### config.mk
export PLATFORM = sky130hd
export DESIGN_NAME = dseq_channel
export DESIGN_NICKNAME = d
export VERILOG_FILES = /design/src/rtl/dseq_pkg.sv /design/src/rtl/dseq_fit.sv /design/src/rtl/dseq_reqdec.sv /design/src/rtl/dseq_channel.sv
export SDC_FILE = /design/constraint.sdc
export NUM_CORES = 1
export LEC_CHECK = 0
export BUFFER_PORTS_ARGS = -buffer_cell sky130_fd_sc_hd__buf_4
export CAP_MARGIN = 5
export CORE_MARGIN = 2
export CORE_UTILIZATION = 50
export CTS_CLUSTER_DIAMETER = 50
export DETAILED_ROUTE_END_ITERATION = 7
export PLACE_DENSITY = 0.78
export SETUP_SLACK_MARGIN = 0.4
export SKIP_LAST_GASP = 1
export SLEW_MARGIN = 20
export SYNTH_ARGS = -nofsm -noshare
export SYNTH_HDL_FRONTEND = slang
export SYNTH_SLANG_ARGS = --single-unit
### constraint.sdc
create_clock -name clk -period 6.23 [get_ports clk]
set_input_delay 0 -clock clk [delete_from_list [all_inputs] [get_ports clk]]
set_output_delay 0 -clock clk [all_outputs]
set_load 0.05 [all_outputs]
### src/rtl/dseq_pkg.sv
package dseq_pkg;
    typedef enum logic [1:0] {
        ST_IDLE  = 2'd0,
        ST_READ  = 2'd1,
        ST_WRITE = 2'd2
    } seq_st_e;

    localparam logic [1:0] SZ_BYTE = 2'd0;
    localparam logic [1:0] SZ_HALF = 2'd1;
    localparam logic [1:0] SZ_WORD = 2'd2;
endpackage

### src/rtl/dseq_fit.sv
// Picks the largest beat (1, 2 or 4 bytes) within the programmed width and
// the bytes available (avail_i is saturated to 4 by the caller).
module dseq_fit
    import dseq_pkg::*;
(
    input  logic [1:0] width_i,
    input  logic [2:0] avail_i,
    output logic [1:0] size_o,
    output logic [2:0] bytes_o
);
    logic [1:0] want;

    always_comb begin
        want = (width_i == 2'd3) ? SZ_WORD : width_i;
        if (want == SZ_WORD && avail_i >= 3'd4) begin
            size_o = SZ_WORD;
        end else if (want != SZ_BYTE && avail_i >= 3'd2) begin
            size_o = SZ_HALF;
        end else begin
            size_o = SZ_BYTE;
        end
        bytes_o = 3'b001 << size_o;
    end
endmodule

### src/rtl/dseq_reqdec.sv
// Classifies the request select: zero is memory-to-memory, top bit set is a
// peripheral transmit target, anything else is a peripheral receive source.
module dseq_reqdec #(
    parameter int SEL_W = 6
) (
    input  logic [SEL_W-1:0] sel_i,
    output logic             mem2mem_o,
    output logic             prx_o,
    output logic             ptx_o
);
    always_comb begin
        mem2mem_o = (sel_i == '0);
        ptx_o     = sel_i[SEL_W-1];
        prx_o     = !mem2mem_o && !sel_i[SEL_W-1];
    end
endmodule

### src/rtl/dseq_channel.sv
module dseq_channel
    import dseq_pkg::*;
#(
    parameter int ADDR_W  = 32,
    parameter int CNT_W   = 24,
    parameter int BURST_W = 5,
    parameter int SEL_W   = 6
) (
    input  logic               clk,
    input  logic               rst_n,
    input  logic               go_i,
    input  logic               ipend_clr_i,
    input  logic               periph_req_i,
    input  logic               reload_en_i,
    input  logic               ctz_ie_i,
    input  logic               chd_ie_i,
    input  logic               src_inc_i,
    input  logic               dst_inc_i,
    input  logic [SEL_W-1:0]   req_sel_i,
    input  logic [1:0]         src_width_i,
    input  logic [1:0]         dst_width_i,
    input  logic [BURST_W-1:0] burst_i,
    input  logic [ADDR_W-1:0]  src_addr_i,
    input  logic [ADDR_W-1:0]  dst_addr_i,
    input  logic [CNT_W-1:0]   cnt_i,
    input  logic [ADDR_W-1:0]  src_rld_i,
    input  logic [ADDR_W-1:0]  dst_rld_i,
    input  logic [CNT_W-1:0]   cnt_rld_i,
    output logic               rd_req_o,
    output logic [ADDR_W-1:0]  rd_addr_o,
    output logic [1:0]         rd_size_o,
    input  logic               rd_done_i,
    output logic               wr_req_o,
    output logic [ADDR_W-1:0]  wr_addr_o,
    output logic [1:0]         wr_size_o,
    input  logic               wr_done_i,
    output logic               busy_o,
    output logic               enable_o,
    output logic               ipend_o
);
    localparam int LVL_W = BURST_W + 1;

    typedef struct packed {
        seq_st_e           st;
        logic [ADDR_W-1:0] src;
        logic [ADDR_W-1:0] dst;
        logic [CNT_W-1:0]  cnt;
        logic [LVL_W-1:0]  level;
        logic [LVL_W-1:0]  bleft;
        logic              enable;
        logic              busy;
        logic              ipend;
    } seq_state_t;

    seq_state_t state_d, state_q;

    logic             mem2mem, prx, ptx;
    logic             src_inc_eff, dst_inc_eff, req_active;
    logic [LVL_W-1:0] burst_len;
    logic [2:0]       cnt_sat, bleft_sat, lvl_sat;
    logic [1:0]       fit_w  [2];
    logic [2:0]       fit_av [2];
    logic [1:0]       fit_sz [2];
    logic [2:0]       fit_b  [2];
    logic             ctz_ev, fall_ev;
    logic [CNT_W-1:0] cnt_cur;
    logic [LVL_W-1:0] level_cur;

    dseq_reqdec #(.SEL_W(SEL_W)) u_reqdec (
        .sel_i     (req_sel_i),
        .mem2mem_o (mem2mem),
        .prx_o     (prx),
        .ptx_o     (ptx)
    );

    // Index 0 sizes read beats, index 1 sizes write beats.
    for (genvar g = 0; g < 2; g++) begin : g_fit
        dseq_fit u_fit (
            .width_i (fit_w[g]),
            .avail_i (fit_av[g]),
            .size_o  (fit_sz[g]),
            .bytes_o (fit_b[g])
        );
    end

    always_comb begin
        src_inc_eff = src_inc_i && !prx;
        dst_inc_eff = dst_inc_i && !ptx;
        req_active  = mem2mem || periph_req_i;
        burst_len   = LVL_W'(burst_i) + LVL_W'(1);

        cnt_sat   = (state_q.cnt   >= CNT_W'(4)) ? 3'd4 : state_q.cnt[2:0];
        bleft_sat = (state_q.bleft >= LVL_W'(4)) ? 3'd4 : state_q.bleft[2:0];
        lvl_sat   = (state_q.level >= LVL_W'(4)) ? 3'd4 : state_q.level[2:0];

        fit_w[0]  = src_width_i;
        fit_av[0] = (cnt_sat < bleft_sat) ? cnt_sat : bleft_sat;
        fit_w[1]  = dst_width_i;
        fit_av[1] = lvl_sat;
    end

    assign rd_req_o  = (state_q.st == ST_READ) && (state_q.cnt != '0) &&
                       (state_q.bleft != '0) && req_active;
    assign rd_addr_o = state_q.src;
    assign rd_size_o = fit_sz[0];
    assign wr_req_o  = (state_q.st == ST_WRITE) && (state_q.level != '0);
    assign wr_addr_o = state_q.dst;
    assign wr_size_o = fit_sz[1];
    assign busy_o    = state_q.busy;
    assign enable_o  = state_q.enable;
    assign ipend_o   = state_q.ipend;
    assign cnt_cur   = state_q.cnt;
    assign level_cur = state_q.level;

    always_comb begin
        state_d = state_q;
        ctz_ev  = 1'b0;
        fall_ev = 1'b0;
        unique case (state_q.st)
            ST_IDLE: begin
                if (go_i) begin
                    state_d.src    = src_addr_i;
                    state_d.dst    = dst_addr_i;
                    state_d.cnt    = cnt_i;
                    state_d.level  = '0;
                    state_d.bleft  = burst_len;
                    state_d.enable = 1'b1;
                    state_d.busy   = 1'b1;
                    state_d.st     = ST_READ;
                end
            end
            ST_READ: begin
                if (state_q.cnt == '0 || state_q.bleft == '0) begin
                    state_d.st = ST_WRITE;
                end else if (rd_req_o && rd_done_i) begin
                    if (src_inc_eff) begin
                        state_d.src = state_q.src + ADDR_W'(fit_b[0]);
                    end
                    state_d.cnt   = state_q.cnt - CNT_W'(fit_b[0]);
                    state_d.level = state_q.level + LVL_W'(fit_b[0]);
                    state_d.bleft = state_q.bleft - LVL_W'(fit_b[0]);
                end
            end
            ST_WRITE: begin
                if (state_q.level == '0) begin
                    state_d.bleft = burst_len;
                    if (state_q.cnt != '0) begin
                        state_d.st = ST_READ;
                    end else begin
                        ctz_ev = 1'b1;
                        if (reload_en_i) begin
                            state_d.src = src_rld_i;
                            state_d.dst = dst_rld_i;
                            state_d.cnt = cnt_rld_i;
                            state_d.st  = ST_READ;
                        end else begin
                            fall_ev        = 1'b1;
                            state_d.busy   = 1'b0;
                            state_d.enable = 1'b0;
                            state_d.st     = ST_IDLE;
                        end
                    end
                end else if (wr_done_i) begin
                    if (dst_inc_eff) begin
                        state_d.dst = state_q.dst + ADDR_W'(fit_b[1]);
                    end
                    state_d.level = state_q.level - LVL_W'(fit_b[1]);
                end
            end
            default: state_d.st = ST_IDLE;
        endcase
        state_d.ipend = (state_q.ipend && !ipend_clr_i) ||
                        (ctz_ev && ctz_ie_i) || (fall_ev && chd_ie_i);
    end

    always_ff @(posedge clk or negedge rst_n) begin
        if (!rst_n) begin
            state_q <= '{st: ST_IDLE, src: '0, dst: '0, cnt: '0, level: '0,
                         bleft: '0, enable: 1'b0, busy: 1'b0, ipend: 1'b0};
        end else begin
            state_q <= state_d;
        end
    end
endmodule

== After elaboration in Yosys (flattened, before gate mapping) ==
Index checks and enable logic that the tools add are counted.
Operators by class
  equality and inequality tests: 21
  mux-type cells: 43
  reductions and logical operators: 42
  order comparisons: 8
  shift-type cells: 2
  add/subtract/negate cells: 7
Operators by type and width (count)
  $mux W32: 6
  $mux W88: 2
  $pmux W36 S3: 1
  $mux W104: 1
  $pmux W32 S3: 1
  $mux W36: 2
  $add A32 B3 Y32: 2
  $pmux W32 S2: 1
  $mux W34: 1
  $ge A24 B3 Y1 const B: 1
  $logic_not A24 Y1: 1
  $mux W24: 1
  $reduce_bool A24 Y1: 1
  $sub A24 B3 Y24: 1
  $logic_not A6 Y1: 3
  $ne A2 B2 Y1 const B: 8
  $logic_and A1 B1 Y1: 15
  $mux W2: 7
  $ge A6 B3 Y1 const B: 2
  $mux W3: 4
  $mux W6: 2
  $reduce_and A6 Y1: 2
  $reduce_bool A6 Y1: 2
  $sub A6 B3 Y6: 2
  24 further kinds: 54
Storage, ports and cells
  bits of input ports: 203
  register bits: 105
  output and inout bits: 73

== Depth between registers and ports, before layout ==
Gate-level depths: netlist of the first run.
  depth in word-level cells: 14
  mapped depth: 22
  depth with buffers taken out: 22

== Hierarchy ==
A second synthesis of the first run with hierarchy kept.
Unflattened totals
  cell total of the unflattened synthesis: 1164
  area, all modules: 9027.4 µm²
Modules (own cells, without submodules)
  dseq_channel: cells each 1150, instances 1, area each 8908.5 µm², sequential area each 2602.5 µm²
  dseq_fit: cells each 5, instances 2, area each 42.5 µm², sequential area each 0.0 µm²
  dseq_reqdec: cells each 4, instances 1, area each 33.8 µm², sequential area each 0.0 µm²

== Worst setup path after synthesis of the first run ==
OpenSTA, ideal clock, no wires.
  path type: register to register
  start point: register state_q, in the netlist cnt_cur[11]
  end point: register state_q, in the netlist rd_addr_o[30]
  cell stages (with the launch flop): 23
  slack: 1.653 ns
  required time: 6.147 ns
  arrival: 4.495 ns
  library setup time: 0.083 ns
  buffers on the path: 0
  path through: dfrtp_1 -> nor4_4 -> nand3_2 -> nor3_1 -> inv_1 -> ha_1 -> inv_1 -> a21oi_1 -> nand2_1 -> nand2_1 -> o21ai_0 -> nand2_1 -> inv_1 -> nor2_1 -> ha_1 -> fa_1 -> a21oi_1 -> or4_4 -> nor3_4 -> and3_1 -> xor2_1 -> o221ai_1 -> o21ai_0
On the way
  elaborated cells on any way between the ends: 27
RTL lines
  from (decl): line dseq_channel.sv:55  | seq_state_t state_d, state_q;
  from (signal assigned): line dseq_channel.sv:178  | state_q <= '{st: ST_IDLE, src: '0, dst: '0, cnt: '0, level: '0,
  from (signal assigned): line dseq_channel.sv:181  | state_q <= state_d;
  $ge A24 B3 Y1 *: line dseq_channel.sv:92  | cnt_sat = (state_q.cnt >= CNT_W'(4)) ? 3'd4 : state_q.cnt[2:0];
  $mux W3 *: line dseq_channel.sv:92
  $lt A3 B3 Y1: line dseq_channel.sv:97  | fit_av[0] = (cnt_sat < bleft_sat) ? cnt_sat : bleft_sat;
  $mux W3 *: line dseq_channel.sv:97
  $ge A3 B3 Y1 *: line dseq_fit.sv:15  | if (want == SZ_WORD && avail_i >= 3'd4) begin
  $logic_and A1 B1 Y1 *: line dseq_fit.sv:15
  $mux W2 *: line dseq_fit.sv:15
  net rd_size_o[1]: line dseq_channel.sv:31  | output logic [1:0] rd_size_o,
  $shl A1 B2 Y3 *: line dseq_fit.sv:22  | bytes_o = 3'b001 << size_o;
  $add A32 B3 Y32 *: line dseq_channel.sv:137  | state_d.src = state_q.src + ADDR_W'(fit_b[0]);
  $mux W32 *: line dseq_channel.sv:136  | if (src_inc_eff) begin
  $mux W32 *: line dseq_channel.sv:135  | end else if (rd_req_o && rd_done_i) begin
  $mux W32 *: line dseq_channel.sv:133  | if (state_q.cnt == '0 || state_q.bleft == '0) begin
  $pmux W32 S3 *: line dseq_channel.sv:119  | unique case (state_q.st)
Mark *: on every way through the listed nets, which the timed path passes. The rest lies on a longest branch. The select of a mux whose other input is x is not followed.
A chain may end at the register's enable or synchronous reset.

== Final worst setup path of the first run ==
  start point: register state_q, in the netlist cnt_cur[14]
  end point: register state_q, in the netlist rd_addr_o[29]
On the way
  longest elaborated chain between the ends: 14
  elaborated cells on any way between the ends: 27
Ends and longest elaborated chain
  $ge A24 B3 Y1: line dseq_channel.sv:92
  $mux W3: line dseq_channel.sv:92
  $lt A3 B3 Y1: line dseq_channel.sv:97
  $mux W3: line dseq_channel.sv:97
  $ge A3 B2 Y1: line dseq_fit.sv:17  | end else if (want != SZ_BYTE && avail_i >= 3'd2) begin
  $logic_and A1 B1 Y1: line dseq_fit.sv:17
  $mux W1: line dseq_fit.sv:17
  $mux W2: line dseq_fit.sv:15
  $shl A1 B2 Y3: line dseq_fit.sv:22
  $add A32 B3 Y32: line dseq_channel.sv:137
  $mux W32: line dseq_channel.sv:136
  $mux W32: line dseq_channel.sv:135
  $mux W32: line dseq_channel.sv:133
  $pmux W32 S3: line dseq_channel.sv:119
Several ways; a longest one is shown, not always the timed one. The select of a mux whose other input is x is not followed.

==> flow_summary_export.csv, run 1 <==
group,metric,value,unit
outcome,outcome,"complete, no violations",
grt,global_route_wire_length_before_repair,45000,um
pwr,fin_total_pwr,6430,uW
floorplan,die_x,137,um
yosys,asyncSetResetFlopFracSynth,100,%
yosys,synthDominantAreaCellType,"dfrtp_1",
final_layout,diodes,0,
placement,finalWeightedCongestion,0.943,
final_layout,final_cell_mix,"281 x buf_4, 185 x o21ai_0, 145 x nand2_1, 104 x dfrtp_1, 75 x nor2_1",
yosys,dominant_cells_by_area_after_synthesis,"dfrtp_1 29%, o21ai_0 10%, nand2_1 6.2%, buf_4 5.5%, ha_1 3.7%",
detailed_routing,routed_wire_length_per_instance,18.3,um
clock_tree,total_clock_buffers_created_by_cts,9,
sta,period_share,86.9,%
sta,final_number_of_hold_violating_endpoints,0,
pwr,swShare,56.3,%
sta,max_slew.worst_pin.slew,1100,ps
yosys,synthesis.area_per_instance,7.62,um2
final_layout,post-route-cell-area,0.0113,mm2
critical_path,timing.setup.critical_path_class,"register to register",
yosys,yosys_most_used_dff,"dfrtp_1",
detailed_routing,route.vias.total,9480,
sta,rsz0062_at_grt,"no",
clock_tree,cts_post_setup_buffers_inserted,0,
yosys,post-synth-top-area-fraction,29.5,%
floorplan,dieHeight,137,um
detailed_routing,topRoutingLayerUsed,"met4",
grt,grt_util_all_layers,30.5,%
sta,finalSetupViolations,0,
yosys,number_of_nets_in_the_synthesized_netlist,1393,
grt,grt_residual_overflow,0,
critical_path,worst_r2r_startpoint,"cnt_cur[14]$_DFFE_PN0P_",
yosys,synth.ff_latch_count,104,
clock_tree,cts.root.buffer_cell,"clkbuf_16",
pwr,internal_power,2810,uW
grt,grt_max_degree,88,
placement,placed_cells,1528,
floorplan,core_region,0.0173,mm2
critical_path,cp.required,6470,ps
critical_path,crit_family,"simple AND/OR/NAND/NOR gates",
sta,totalNegativeSetupSlack,0,ps
floorplan,pin_count,276,
sta,fmaxAchievable,185,MHz
placement,hpwlAfterDp,21300,um
final_layout,instances_no_fill,1596,
critical_path,slowest_stage,"or4b_4",
grt,grt_pass1_vias,8815,
clock_tree,cts.reportedPaths.clkPinSlew,80,ps
grt,grt_antenna_before_repair,0,
detailed_routing,drtAntennaViolNets,0,
detailed_routing,remaining_drc_errors,0,
yosys,synth_area,0.00884,mm2
detailed_routing,met1_wl,11700,um
worst_hold_path,timing.hold.worst.start,"dst_addr_i[25]",
sta,maxSlewHeadroom,26.3,%
clock_tree,clkSinkCount,104,
detailed_routing,drt_pass1_iterations,5,
critical_path,critPathMaxStageDelay,530,ps
final_layout,final_nets,1600,
yosys,synth_seq_area_share,29.5,%
critical_path,critical_path.startpoint_type,"register",
critical_path,path_cells,"nor4_1, nand3_2, nor3_1, inv_1, ha_1, inv_1, a21oi_1, nand3_1, a21oi_1, nor3b_1, o32a_1, and2_1, ha_1, a211o_1, or4b_4, nor3_2, and2_1, a211oi_1, o32a_1",
sta,skew,9.33,ps
final_layout,fill_cells,1533,
floorplan,start_util,51.1,%
floorplan,die_footprint,0.0188,mm2
clock_tree,clock_tree_from_tritoncts,"yes",
pwr,peakVddDrop,0.000318,V
critical_path,cp.buffers_inverters,2,
yosys,synth_cell_type_count,80,
yosys,synth_cells,1159,
worst_hold_path,hold_path.class,"input port to register",
detailed_routing,viasPerCell,5.94,
yosys,yosys_warnings,0,
placement,port-buffer-count,275,
pwr,p_comb_share,68.7,%
critical_path,end_kind,"register",
sta,shortest_period_the_worst_path_allows,5420,ps
detailed_routing,detailroute.wirelength.met2,14200,um
detailed_routing,met3RoutedLength,2360,um
critical_path,critPathArrivalTime,5650,ps
final_layout,area_delta_synth_final,27.5,%
placement,post_dp_cell_area,0.0105,mm2
clock_tree,htree_num_levels,3,
critical_path,cp_max_fo,6,
detailed_routing,initialDrtViolationCount,735,
yosys,synth-edff-count,0,
pwr,power.density_cell_area,571,mW/mm2
critical_path,startpoint_of_the_worst_setup_timing_path,"cnt_cur[14]$_DFFE_PN0P_",
final_layout,final_common_cell,"buf_4",
clock_tree,max-clock-path-buffers,2,
detailed_routing,drt-total-wl,29200,um
pwr,power.static_leakage,0.00503,uW
pwr,clkPwrFrac,8.7,%
flow_run,max_cap_viol_count,0,
floorplan,rows,48,
pwr,share_seq_of_total_power,22.6,%
clock_tree,clk_latency_worst_skew_pair,350,ps
sta,slew_violations,0,
final_layout,drive_above_1_share,24.3,%
pwr,switchingPower,3620,uW
## routing by layer
metal	GRT usage, %	vias up
met2	51.4	431
met1	38.8	4416
met5	0	-
met3	5.19	58
li1	-	4575
met4	11.7	0
## registers in the layout (all words and copies together) (netlist names)
name	cells
cnt_cur	24
enable_o	1
ipend_o	1
level_cur	6
rd_addr_o	32
state_q	8
wr_addr_o	32
## repair_timing
action | in CTS | in global routing
resized for setup | 0 | 1
endpoints found under the hold margin | 107 | 0
hold buffers | 52 | 0
setup endpoints to repair | 0 | 3
## path summary, 6_finish.rpt
| kind | to | slack (ps) | depth (start not counted) |
|---|---|---|---|
| max in group asynchronous | ipend_o$_DFF_PN0_ | 4850 | 3 |
| min in group asynchronous | wr_addr_o[28]$_DFFE_PN0P_ | 250 | 2 |
| setup reg to reg | rd_addr_o[29]$_DFFE_PN0P_ | 810 | 19 |
| hold / removal | wr_addr_o[25]$_DFFE_PN0P_ | 1 | 4 |
| setup / recovery | rd_addr_o[29]$_DFFE_PN0P_ | 810 | 19 |
| hold reg to reg | cnt_cur[21]$_DFFE_PN0P_ | 510 | 1 |
## Yosys cell counts, types with 12 or more instances
master    number
o211ai_1      19
xor2_1        15
buf_4         65
o31ai_1       13
a211oi_1      12
nand2_1      145
a21o_1        16
dfrtp_1      104
and3_1        21
clkbuf_1      53
o21ai_0      185
nor2_1        75
a31oi_1       35
nand3_1       44
inv_1         50
o311ai_0      12
a21oi_1       46
ha_1          26
xnor2_1       12
nor3_1        23
## logic make-up (layout without fill, tap and decap cells)
group	count (synthesis)	count (layout)	share of synthesized area (%)
AOI/OAI and AO/OA	421	421	29.8
xor gates and xnor gates	27	27	2.68
adders and majority gates	31	31	4.81
buffers and inverters	187	399	11.2
DFF	104	104	29.5
muxes	4	4	0.467
and+or+nand+nor	385	385	21.6
## metrics by stage
| step | hold WS (ps) | setup slack [ps] | util, % |
|---|---|---|---|
| after CTS | 0.244 | 837 | 65.1 |
| after floorplan | -296 | 1650 | - |
| after global routing | 14.1 | 411 | 65.1 |
| after global placement | 125 | 1020 | 60.5 |
| after detailed placement | 126 | 874 | 60.5 |
| final | 1.45 | 815 | 65.1 |
## power by group through the flow
| stage | clock network (uW) | registers [uW] | logic [uW] |
|---|---|---|---|
| 2_1_floorplan | 0 | 1310 | 3620 |
| 3_3_place_gp | 0 | 1440 | 4290 |
| 3_5_place_dp | 0 | 1450 | 4360 |
| 4_1_cts | 564 | 1440 | 4400 |
| 5_1_grt | 597 | 1510 | 4860 |
| 6_report | 559 | 1450 | 4420 |
## cell type report
type | count | area, um2 | share of cell area (%)
Multi-Input combinational cell | 868 | 5280 | 46.9
Timing Repair Buffer | 333 | 2630 | 23.3
Sequential cell | 104 | 2600 | 23.1
Tap cell | 225 | 282 | 2.50
Clock buffer | 11 | 253 | 2.24
Inverter | 50 | 188 | 1.67
Clock inverter | 5 | 31.3 | 0.278
## worst reg2reg max path: stages (launching register included)
cell and delay (ps):
dfrtp_1 440, nor4_1 470, nand3_2 210, nor3_1 450, inv_1 170, ha_1 320, inv_1 50, a21oi_1 250
nand3_1 120, a21oi_1 120, nor3b_1 60, o32a_1 330, and2_1 260, ha_1 350, a211o_1 170, or4b_4 530
nor3_2 320, and2_1 260, a211oi_1 90, o32a_1 330
No activity file was read; power rests on OpenSTA's default activity.
==> run 2: changes to the inputs <==
clock period = 5.9 ns   (was 6.23 ns; I/O delays follow)
==> run 2 against run 1 <==
Power rose by 6.2%. Non-clock buffer count grew 4. Largest cell class unchanged. Clock power is 4.7% higher. Flip-flop and latch count stayed put.
==> flow_summary_export.csv, run 2 (synthesized netlist as in run 1, its figures left out) <==
group,metric,value,unit
outcome,outcome,"complete, no violations",
final_layout,regArea,0.00260,mm2
floorplan,start_util,51.1,%
critical_path,cp.buffers_inverters,2,
detailed_routing,viasPerCell,5.96,
final_layout,diodes,0,
sta,period_share,87.3,%
critical_path,critical-path-top-cell-by-count,"a21oi_1",
sta,maxSlewHeadroom,24.8,%
critical_path,critPathMaxStageDelay,500,ps
flow_run,max_cap_viol_count,0,
placement,port-buffer-count,275,
pwr,fin_total_pwr,6830,uW
clock_tree,cts.reportedPaths.clkPinSlew,70,ps
detailed_routing,drtAntennaViolNets,0,
sta,final_number_of_hold_violating_endpoints,0,
sta,skew,8.85,ps
critical_path,crit_end,"rd_addr_o[30]$_DFFE_PN0P_",
final_layout,fill_cells,1531,
detailed_routing,routed_wire_length_per_instance,18.4,um
floorplan,dieHeight,137,um
clock_tree,clock_tree_from_tritoncts,"yes",
detailed_routing,remaining_drc_errors,0,
critical_path,ff2ff_setup_slack,750,ps
detailed_routing,drt_pass1_iterations,6,
sta,rsz0062_at_grt,"no",
detailed_routing,drt-total-wl,29500,um
placement,finalWeightedCongestion,0.927,
clock_tree,cts.root.buffer_cell,"clkbuf_16",
sta,fin_worst_hold_slack,9.63,ps
clock_tree,total_clock_buffers_created_by_cts,9,
final_layout,final_common_cell,"buf_4",
final_layout,final_nets,1604,
critical_path,path_cells,"nor4_4, nand3_4, nor3_4, inv_1, ha_1, inv_1, a21oi_1, nand3_1, a21oi_1, nor3b_1, o32a_1, nor2_1, ha_1, fa_1, a21oi_1, or4_4, nor3_4, and3_1, xor2_1, o221ai_1, o21ai_0",
floorplan,core_region,0.0173,mm2
clock_tree,clkSinkCount,104,
pwr,power.density_cell_area,602,mW/mm2
sta,max_slew.worst_pin.slew,1130,ps
sta,slew_violations,0,
critical_path,critical_path.startpoint_type,"register",
placement,dp_worst_setup_slack,565,ps
critical_path,cp_max_fo,6,
final_layout,final_cell_mix,"281 x buf_4, 185 x o21ai_0, 145 x nand2_1, 104 x dfrtp_1, 75 x nor2_1",
floorplan,pin_count,276,
clock_tree,htree_num_levels,3,
critical_path,ff2ff_path_depth,21,
sta,totalNegativeSetupSlack,0,ps
floorplan,die_footprint,0.0188,mm2
clock_tree,clk_latency_worst_skew_pair,350,ps
pwr,power.static_leakage,0.00506,uW
critical_path,startpoint_of_the_worst_setup_timing_path,"cnt_cur[11]$_DFFE_PN0P_",
detailed_routing,initialDrtViolationCount,680,
grt,global_route_wire_length_before_repair,44700,um
clock_tree,max-clock-path-buffers,2,
sta,fmaxAchievable,194,MHz
critical_path,worst_r2r_startpoint,"cnt_cur[11]$_DFFE_PN0P_",
grt,grt_pass1_vias,8644,
critical_path,cp.required,6160,ps
critical_path,critPathArrivalTime,5420,ps
grt,grt_antenna_before_repair,0,
final_layout,drive_above_1_share,24.1,%
final_layout,multiInputGateArea,0.00533,mm2
critical_path,timing.setup.critical_path_class,"register to register",
floorplan,rows,48,
grt,grt_residual_overflow,0,
placement,hpwlAfterDp,21200,um
worst_hold_path,hold_path.class,"input port to register",
grt,grt_max_degree,113,
critical_path,crit_family,"simple AND/OR/NAND/NOR gates",
critical_path,regToRegEndpoint,"rd_addr_o[30]$_DFFE_PN0P_",
floorplan,die_x,137,um
pwr,peakVddDrop,0.000407,V
final_layout,finish.utilization,65.6,%
critical_path,cp_num_cells,21,
grt,grt_util_all_layers,30.3,%
sta,finalSetupViolations,0,
detailed_routing,route.vias.total,9528,
sta,shortest_period_the_worst_path_allows,5150,ps
sta,finalWorstSetupSlack,747,ps
critical_path,end_kind,"register",
critical_path,slowest_stage,"or4_4",
final_layout,area_delta_synth_final,28.4,%
run 2: changes by cell type in the layout (fill, tap and decap cells not counted), moves of 2 or more:
cell           change
clkbuf_1           +3
clkinv_2           -2
nor4_2             -2
dlygate4sd3_1      +3
nor4_4             +3
run 2: area by class of cell:
cell class | instances | area share (%)
well taps | 225 | 2.48
inverters | 50 | 1.65
clock inverters | 2 | 0.121
repair buffers | 337 | 23.5
clock buffers | 14 | 2.33
flip-flops and latches | 104 | 22.9
multi-input cells | 868 | 46.9
run 2: how the worst min path moves through the flow:
stage,cells past startpoint,from,slack (ps),endpoint
after detailed placement,1,rst_n,-80,wr_addr_o[29]$_DFFE_PN0P_
final,3,dst_rld_i[6],10,wr_addr_o[6]$_DFFE_PN0P_
after global placement,1,rst_n,-80,wr_addr_o[28]$_DFFE_PN0P_
after global routing,3,src_addr_i[30],20,rd_addr_o[30]$_DFFE_PN0P_
after CTS,3,src_addr_i[30],3,rd_addr_o[30]$_DFFE_PN0P_
after floorplan,0,rst_n,-300,cnt_cur[0]$_DFFE_PN0P_
run 2: through the flow:
step / instances / cell area [um2]
floorplan: 1159 / 8840
global placement: 1529 / 10500
detailed placement: 1529 / 10500
CTS: 1600 / 11300
global route: 1600 / 11300
finish: 1600 / 11300
run 2: per-layer routing:
metal	vias up	GRT usage, %	routed length [um]
li1	4569	-	-
met2	472	51.6	14000
met3	61	4.63	2600
met5	-	0	0
met1	4426	38.6	11900
met4	0	11.7	984
run 2: worst reg2reg max path: stages (launching register included):
cell and delay, ps:
dfrtp_1 460, nor4_4 450, nand3_4 180, nor3_4 280
inv_1 130, ha_1 290, inv_1 40, a21oi_1 260
nand3_1 120, a21oi_1 130, nor3b_1 60, o32a_1 330
nor2_1 210, ha_1 270, fa_1 260, a21oi_1 140
or4_4 500, nor3_4 270, and3_1 220, xor2_1 160
o221ai_1 140, o21ai_0 180
run 2: report_power, final:
part / switching [uW] / internal (uW)
Combinational: 3090 / 1610
Clock: 274 / 311
Sequential: 477 / 1070
Total: 3840 / 2990
run 2: what timing repair did:
item                                    CTS  global route
endpoints found under the setup margin    0            31
hold endpoints to repair                 75             0
hold buffers                             55             0
setup buffers                             0             0
gates resized for setup                   0             7
